<file path="config.mk">
export PLATFORM = sky130hd
export DESIGN_NAME = gpio_irq_detect
export DESIGN_NICKNAME = d
export VERILOG_FILES = /design/src/rtl/gpio_irq_pkg.sv /design/src/rtl/gpio_irq_ctrl.sv /design/src/rtl/gpio_irq_dpath.sv /design/src/rtl/gpio_irq_detect.sv
export SDC_FILE = /design/constraint.sdc
export NUM_CORES = 1
export LEC_CHECK = 0
export CAP_MARGIN = 20
export CORE_UTILIZATION = 58
export DETAILED_ROUTE_END_ITERATION = 8
export GPL_ROUTABILITY_DRIVEN = 1
export HOLD_SLACK_MARGIN = 0.05
export PLACE_DENSITY_LB_ADDON = 0.1
export SLEW_MARGIN = 15
export SYNTH_ARGS = -nofsm -noshare
export SYNTH_HDL_FRONTEND = slang
export SYNTH_SLANG_ARGS = --single-unit
</file>
<file path="constraint.sdc">
create_clock -name clk -period 2.1 [get_ports clk]
set_clock_uncertainty 0.05 [all_clocks]
set_input_delay 0.315 -clock clk [delete_from_list [all_inputs] [get_ports clk]]
set_output_delay 0.315 -clock clk [all_outputs]
set_load 0.03 [all_outputs]
</file>
<file path="src/rtl/gpio_irq_pkg.sv">
package gpio_irq_pkg;
  localparam int PORT_W = 16;
  localparam int ADDR_W = 2;
  localparam int DATA_W = 32;

  typedef enum logic [ADDR_W-1:0] {
    REG_TYPE     = 2'd0,
    REG_ENABLE   = 2'd1,
    REG_DEBOUNCE = 2'd2,
    REG_STATUS   = 2'd3
  } reg_sel_e;

  typedef struct packed {
    logic wrType;
    logic wrEnable;
    logic wrDebounce;
    logic clrStatus;
    logic sampleTick;
  } ctrl_strobe_t;
endpackage

</file>
<file path="src/rtl/gpio_irq_ctrl.sv">
module gpio_irq_ctrl
  import gpio_irq_pkg::*;
#(
  parameter int TICK_DIV = 4
) (
  input  logic              clk,
  input  logic              rstN,
  input  logic              regWrEn,
  input  logic [ADDR_W-1:0] regAddr,
  output ctrl_strobe_t      strb
);
  localparam int CNT_W = $clog2(TICK_DIV + 1);
  localparam logic [CNT_W-1:0] CNT_LAST = CNT_W'(TICK_DIV - 1);

  logic [CNT_W-1:0] tickCnt;

  always_ff @(posedge clk) begin
    if (!rstN) begin
      tickCnt <= '0;
    end else if (tickCnt == CNT_LAST) begin
      tickCnt <= '0;
    end else begin
      tickCnt <= tickCnt + 1'b1;
    end
  end

  always_comb begin
    strb.wrType     = regWrEn && (regAddr == REG_TYPE);
    strb.wrEnable   = regWrEn && (regAddr == REG_ENABLE);
    strb.wrDebounce = regWrEn && (regAddr == REG_DEBOUNCE);
    strb.clrStatus  = regWrEn && (regAddr == REG_STATUS);
    strb.sampleTick = (tickCnt == CNT_LAST);
  end


  strobe_onehot_chk: assert property (@(posedge clk) disable iff (!rstN)
    $onehot0({strb.wrType, strb.wrEnable, strb.wrDebounce, strb.clrStatus}));

  generate
    if (TICK_DIV > 1) begin : g_tickChk

      tick_pulse_chk: assert property (@(posedge clk) disable iff (!rstN)
        strb.sampleTick |=> !strb.sampleTick);
    end
  endgenerate
endmodule

</file>
<file path="src/rtl/gpio_irq_dpath.sv">
module gpio_irq_dpath
  import gpio_irq_pkg::*;
#(
  parameter int NUM_PINS = 16
) (
  input  logic              clk,
  input  logic              rstN,
  input  ctrl_strobe_t      strb,
  input  logic [ADDR_W-1:0] regAddr,
  input  logic [DATA_W-1:0] regWrData,
  output logic [DATA_W-1:0] regRdData,
  input  logic [PORT_W-1:0] pinIn,
  output logic              irqOut
);
  localparam logic [PORT_W-1:0] IMPL_MASK = PORT_W'((32'd1 << NUM_PINS) - 1);

  logic [PORT_W-1:0] trigLevel, riseEn, fallEn, debEn, status;
  logic [PORT_W-1:0] syncA, syncB, debVal, srcPrev;
  logic [PORT_W-1:0] srcVal, setMask, clrMask;

  // configuration registers
  always_ff @(posedge clk) begin
    if (!rstN) begin
      trigLevel <= '0;
      riseEn    <= '0;
      fallEn    <= '0;
      debEn     <= '0;
    end else begin
      if (strb.wrType)     trigLevel <= regWrData[PORT_W-1:0];
      if (strb.wrEnable)   {riseEn, fallEn} <= regWrData;
      if (strb.wrDebounce) debEn <= regWrData[PORT_W-1:0];
    end
  end

  // two-stage input synchroniser
  always_ff @(posedge clk) begin
    if (!rstN) begin
      syncA <= '0;
      syncB <= '0;
    end else begin
      syncA <= pinIn;
      syncB <= syncA;
    end
  end

  // per-pin filter and detection; unimplemented pins are tied off
  generate
    for (genvar p = 0; p < PORT_W; p++) begin : g_pin
      if (p < NUM_PINS) begin : g_live
        logic lastSample;
        logic useDeb;
        logic levelHit, edgeHit;

        always_ff @(posedge clk) begin
          if (!rstN) begin
            lastSample <= 1'b0;
            debVal     <= '0;
          end else if (strb.sampleTick) begin
            lastSample <= syncB[p];
            if (syncB[p] == lastSample) debVal[p] <= syncB[p];
          end
        end

        always_ff @(posedge clk) begin
          if (!rstN) srcPrev[p] <= 1'b0;
          else       srcPrev[p] <= srcVal[p];
        end

        always_comb begin
          useDeb    = debEn[p] & ~trigLevel[p];
          srcVal[p] = useDeb ? debVal[p] : syncB[p];
          edgeHit   = ~trigLevel[p] &
                      ((riseEn[p] & srcVal[p] & ~srcPrev[p]) |
                       (fallEn[p] & ~srcVal[p] & srcPrev[p]));
          levelHit  = trigLevel[p] & (riseEn[p] ^ fallEn[p]) &
                      ((riseEn[p] & syncB[p]) | (fallEn[p] & ~syncB[p]));
          setMask[p] = edgeHit | levelHit;
        end
      end else begin : g_dead
        always_ff @(posedge clk) begin
          debVal[p]  <= 1'b0;
          srcPrev[p] <= 1'b0;
        end
        assign srcVal[p]  = 1'b0;
        assign setMask[p] = 1'b0;
      end
    end
  endgenerate

  // sticky status, write-one-to-clear, detection wins
  assign clrMask = strb.clrStatus ? regWrData[PORT_W-1:0] : '0;

  always_ff @(posedge clk) begin
    if (!rstN) status <= '0;
    else       status <= (status & ~clrMask) | setMask;
  end

  assign irqOut = |status;

  always_comb begin
    unique case (reg_sel_e'(regAddr))
      REG_TYPE:     regRdData = {16'h0, trigLevel};
      REG_ENABLE:   regRdData = {riseEn, fallEn};
      REG_DEBOUNCE: regRdData = {16'h0, debEn};
      REG_STATUS:   regRdData = {16'h0, status};
      default:      regRdData = '0;
    endcase
  end


  unimpl_quiet_chk: assert property (@(posedge clk) disable iff (!rstN)
    (status & ~IMPL_MASK) == '0);


  invalid_level_chk: assert property (@(posedge clk) disable iff (!rstN)
    ((status & ~$past(status)) & $past(trigLevel & riseEn & fallEn)) == '0);


  sticky_status_chk: assert property (@(posedge clk) disable iff (!rstN)
    (($past(status) & ~status) & ~$past(clrMask)) == '0);


  deb_hold_chk: assert property (@(posedge clk) disable iff (!rstN)
    !strb.sampleTick |=> $stable(debVal));


  reserved_zero_chk: assert property (@(posedge clk) disable iff (!rstN)
    (regAddr == REG_TYPE) |-> (regRdData[31:16] == 16'h0));


  irq_level_chk: assert property (@(posedge clk) disable iff (!rstN)
    (regAddr == REG_STATUS && regRdData != '0) |-> irqOut);
endmodule

</file>
<file path="src/rtl/gpio_irq_detect.sv">
module gpio_irq_detect
  import gpio_irq_pkg::*;
#(
  parameter int NUM_PINS = 16,
  parameter int TICK_DIV = 4
) (
  input  logic        clk,
  input  logic        rstN,
  input  logic        regWrEn,
  input  logic [1:0]  regAddr,
  input  logic [31:0] regWrData,
  output logic [31:0] regRdData,
  input  logic [15:0] pinIn,
  output logic        irqOut
);
  ctrl_strobe_t strb;

  gpio_irq_ctrl #(.TICK_DIV(TICK_DIV)) u_ctrl (
    .clk     (clk),
    .rstN    (rstN),
    .regWrEn (regWrEn),
    .regAddr (regAddr),
    .strb    (strb)
  );

  gpio_irq_dpath #(.NUM_PINS(NUM_PINS)) u_dpath (
    .clk       (clk),
    .rstN      (rstN),
    .strb      (strb),
    .regAddr   (regAddr),
    .regWrData (regWrData),
    .regRdData (regRdData),
    .pinIn     (pinIn),
    .irqOut    (irqOut)
  );
endmodule

</file>
Yosys cells after proc, flatten, opt, wreduce, memory -nomap -nowiden
Index checks and enable logic that the tools add are counted.
{"block": "op_classes", "n_eq_ne": 3, "n_mux": 18, "bitwise": 291, "n_reduce_logical": 6}
{"op": "AND 1 bit", "count": 160}
{"op": "case mux 32 bit (4 select lines)", "count": 1}
{"op": "inverter 1 bit", "count": 64}
{"op": "OR 1 bit", "count": 48}
{"op": "AND 16 bit", "count": 1}
{"op": "two-way mux 1 bit", "count": 16}
{"op": "two-way mux 16 bit", "count": 1}
{"op": "inverter 16 bit", "count": 1}
{"op": "OR 16 bit", "count": 1}
{"op": "OR reduction 16 bit", "count": 1}
{"op": "bitwise XOR 1 bit", "count": 16}
{"op": "== test 2 bit, second input constant", "count": 2}
{"op": "logical AND 1 bit", "count": 4}
{"op": "== test 2 x 1 -> 1 bit, second input constant", "count": 1}
{"op": "logical NOT 2 bit", "count": 1}
{"block": "word_totals", "reg_bits": 128, "in_bits": 53, "out_inout_bits": 33, "word_cells": 341}

Logic depth before layout (Yosys ltp)
{"block": "depth", "depth_word": 10, "ltp_mapped": 7, "mapped_depth_nobuf": 4}

Modules after synthesis
A second synthesis with hierarchy kept.
{"block": "unflattened", "cells_unflattened": 576, "area_unflattened_um2": 5744.3}
{"module": "gpio_irq_dpath", "instances": 1, "cells_per_inst": 563, "area_per_inst_um2": 5594.1, "seq_area_each_um2": 2562.5}
{"module": "gpio_irq_ctrl", "instances": 1, "cells_per_inst": 13, "area_per_inst_um2": 150.1, "seq_area_each_um2": 60.1}

Worst setup path before layout
Ideal clock, no wire load.
{"block": "synth_path", "path_type": "input to output", "startpoint": "in regAddr[0]", "endpoint": "out regRdData[10]", "t_arrival_ps": 1290, "required_time_ps": 1735, "path_slack_ps": 445, "cell_stages": 3, "n_path_buf": 2, "cell_sequence": "buf_6 > buf_4 > mux4_2"}
{"block": "synth_via", "elab_chain_len": 2, "elab_cells_between_ends": 5, "classes_between": "eq/ne (3); mux (1); reduce/logical (1)"}
{"item": "from (decl)", "line": "gpio_irq_detect.sv:10", "rtl": "input logic [1:0] regAddr,"}
{"item": "== test 2 bit (tied with other cells)", "line": "gpio_irq_dpath.sv:101", "rtl": "unique case (reg_sel_e'(regAddr))"}
{"item": "case mux 32 bit (4 select lines) (*)", "line": "gpio_irq_dpath.sv:101"}
{"item": "to (decl)", "line": "gpio_irq_detect.sv:12", "rtl": "output logic [31:0] regRdData,"}
Every way passes the cells marked *; elsewhere a longest branch is shown, timed or not.

Worst setup path in the final report
{"block": "layout_path", "startpoint": "reg u_dpath.trigLevel[3]", "endpoint": "out regRdData[3]"}
{"block": "layout_via", "elab_chain_len": 1}
{"item": "from (decl)", "line": "gpio_irq_dpath.sv:17", "rtl": "logic [PORT_W-1:0] trigLevel, riseEn, fallEn, debEn, status;"}
{"item": "from (signal assigned)", "line": "gpio_irq_dpath.sv:29", "rtl": "if (strb.wrType) trigLevel <= regWrData[PORT_W-1:0];"}
{"item": "case mux 32 bit (4 select lines)", "line": "gpio_irq_dpath.sv:101"}
Every way passes these cells.

==> flow_metrics.py <==
metrics = {
    "run_status": {
        "status": "finished, final reports clean",
    },
    "timing": {
        "worstMarginPinSlew_ps": 549.9,
        "max_freq_ghz": 0.4836,
        "hold_viol_final": 0,
        "finalSetupViolCount": 0,
        "max_slew_margin": 0.6334,
        "fin_crit_sh": 0.9847,
        "drv_slew": 0,
        "grt_setup_unrepaired": "false",
        "finalSetupTns_ps": 0,
        "timing.hold.ws_ps": 252.4,
        "fin_crit_ps": 2068,
    },
    "worst_setup_path": {
        "cp_top_family": "multiplexers",
        "crit_slowest_cell": "mux4_2",
        "path_cells": "mux4_2 -> clkdlybuf4s15_1",
        "slowest_delay_ps": 470,
        "arrival_ps": 1700,
        "crit_type": "reg -> out",
        "critPathMaxFanout": 5,
        "cp-start-kind": "register",
        "cp.buffers_inverters": 1,
        "reg2reg_slack_ps": 850,
        "crit_required_ps": 1740,
        "crit_path_end_kind": "output port",
    },
    "yosys": {
        "ys.flop_type": "dfxtp_1",
        "synthCells": 625,
        "synth_top_area_cell": "dfxtp_1",
        "seq_area_frac_synth": 0.4431,
        "yosysTopAreaCellShare": 0.4431,
        "synth_nets": 678,
        "async_reset_ff_frac": 0,
        "ys_types": 34,
        "synth_edf_count": 0,
        "syn_area_per_cell_sq_um": 9.253,
        "ys_seq_elements": 128,
        "synth_area_sq_um": 5783,
        "yosys-top-cells-area": "dfxtp_1 44%, nand2_1 9.7%, a21boi_0 6.2%",
        "ys.warnings.count": 32,
    },
    "floorplan": {
        "coreArea_sq_um": 9729,
        "rows": 36,
        "start_util": 0.5944,
        "fp.dieArea_sq_um": 10370,
        "die_x_um": 101.9,
        "io_pins": 86,
        "die_h_um": 101.9,
    },
    "cells_and_area": {
        "antenna_cells": 0,
        "fin_util": 0.7782,
        "drive_above_1_share": 0.1845,
        "fin_nets": 778,
        "area.growth.synth_to_final_pct": 30.92,
        "fin_area_sq_um": 7571,
    },
    "drt": {
        "drc_errors": 0,
        "wl_um": 14580,
        "drtIter0Drc": 250,
        "firstDrtPassIters": 5,
        "wl_per_cell_um": 16.76,
        "via_per_inst": 5.764,
        "ant_nets": 0,
        "vias": 5015,
    },
    "clock_tree": {
        "htreeDepth": 4,
        "clockBufferDepth": 2,
        "cts_buffers": 17,
        "root_buffer": "clkbuf_8",
        "tritoncts": "built",
        "insertion_delay_ps": 510,
        "cts_hold_buf": 0,
        "clkSinkCount": 128,
        "clkTransAtPathRegs_ps": 60,
    },
    "pwr": {
        "leakagePower_nw": 2.851,
        "ir_worst_vdd_v": 0.0005094,
        "pwr_density_cell_nw_per_um2": 877.1,
    },
    "grt": {
        "grt_max_degree": 52,
        "track_usage": 0.2965,
        "grt_pass1_vias": 4799,
        "antenna_found_initial": 0,
        "gr-total-overflow": 0,
        "grt_pass1_wl_um": 23510,
    },
    "placed_design": {
        "numPortBuffers": 85,
        "dp.final_hpwl_um": 9701,
        "placedInstanceArea_sq_um": 6854,
        "finalWeightedCongestion": 0.8206,
    },
    "run": {
        "drv_cap": 0,
    },
    "worst_hold_path": {
        "hold_class": "in -> reg",
    },
}
placed cells by master, fill, tap and decap left out, types with 6 or more instances in the layout:
cell,instances
bufinv_16,7
a21boi_1,6
a21boi_0,48
a21oi_1,46
mux4_2,13
clkbuf_16,16
nor4bb_1,15
buf_12,6
dfxtp_1,127
inv_1,16
a21boi_2,26
and3b_1,15
nand2_1,150
clkdlybuf4s50_1,49
and2_1,49
buf_4,39
o21a_1,15
nor2_1,15
nand2b_1,16
a311oi_1,15
report_power, final:
group	switching, mW	internal [mW]
Sequential	0.0900	2.52
Combinational	0.282	0.314
Clock	1.08	2.36
Total	1.45	5.19
flip-flops by register name, summed over array words and instances, names as in the netlist:
name               count
u_dpath.riseEn        16
u_dpath.fallEn        16
u_dpath.syncA         16
u_dpath.debEn         16
u_dpath.status        16
u_dpath.srcPrev       16
u_dpath.syncB         16
u_dpath.trigLevel     16
worst min-delay path, cell delays in order:
cell     delay, ps
buf_2          280
nand2_1        140
a21oi_1         30
synth_stat cells, drive strengths merged, types with 16 or more instances:
cell type    n
nor2        16
a21boi      80
dfxtp      128
mux4        16
inv         16
nand2b      16
a21oi       46
clkbuf      19
and2        49
nand2      150
logic make-up (layout without fill, tap and decap cells):
kind of cell | count (synthesis) | after routing | share of synthesized area
simple gates | 272 | 272 | 0.2430
compound gates | 159 | 159 | 0.2066
flops | 128 | 128 | 0.4431
buf+inv | 50 | 162 | 0.04305
mux | 16 | 16 | 0.06426
metal layers:
metal | global-route usage | vias to the layer above | part of all wire
li1 | - | 2362 | -
met1 | 0.3619 | 2440 | 0.41
met2 | 0.5213 | 184 | 0.51
met3 | 0.05609 | 29 | 0.055
met4 | 0.1110 | 0 | 0.021
met5 | 0 | - | 0
final cells by class:
class	instances	area (sq um)
clock buffers	19	441.7
clock inverters	12	252.7
fillers	662	2158
inverters	16	60.06
multi-input cells	447	2993
flip-flops and latches	128	2564
well taps	133	166.4
repair buffers	115	1094
metrics by stage:
| step | worst slack [ps] | instances | power, mW |
|---|---|---|---|
| 2_1_floorplan | 444.6 | 625 | 2.960 |
| 6_report | 32.16 | 870 | 6.641 |
| 3_3_place_gp | -554.7 | 838 | 3.223 |
| 5_1_grt | 0.3301 | 870 | 6.836 |
| 4_1_cts | 14.31 | 870 | 6.651 |
| 3_5_place_dp | -544.1 | 838 | 3.245 |
repair_timing:
item | CTS | global route
buffers inserted | 1 | 0
gates resized for setup | 43 | 12
pin swaps | 0 | 2
endpoints found under the setup margin | 33 | 8
hold endpoints to repair | 0 | 0
worst paths after layout:
| path | startpoint | end | cells past startpoint |
|---|---|---|---|
| setup / recovery | u_dpath.trigLevel[3] | regRdData[3] | 2 |
| hold / removal | rstN | u_dpath.srcPrev[13] | 3 |
| setup reg to reg | u_dpath.debEn[13] | u_dpath.status[13] | 4 |
| hold reg to reg | u_dpath.syncA[8] | u_dpath.syncB[8] | 1 |
(Power assumes the default switching activity.)
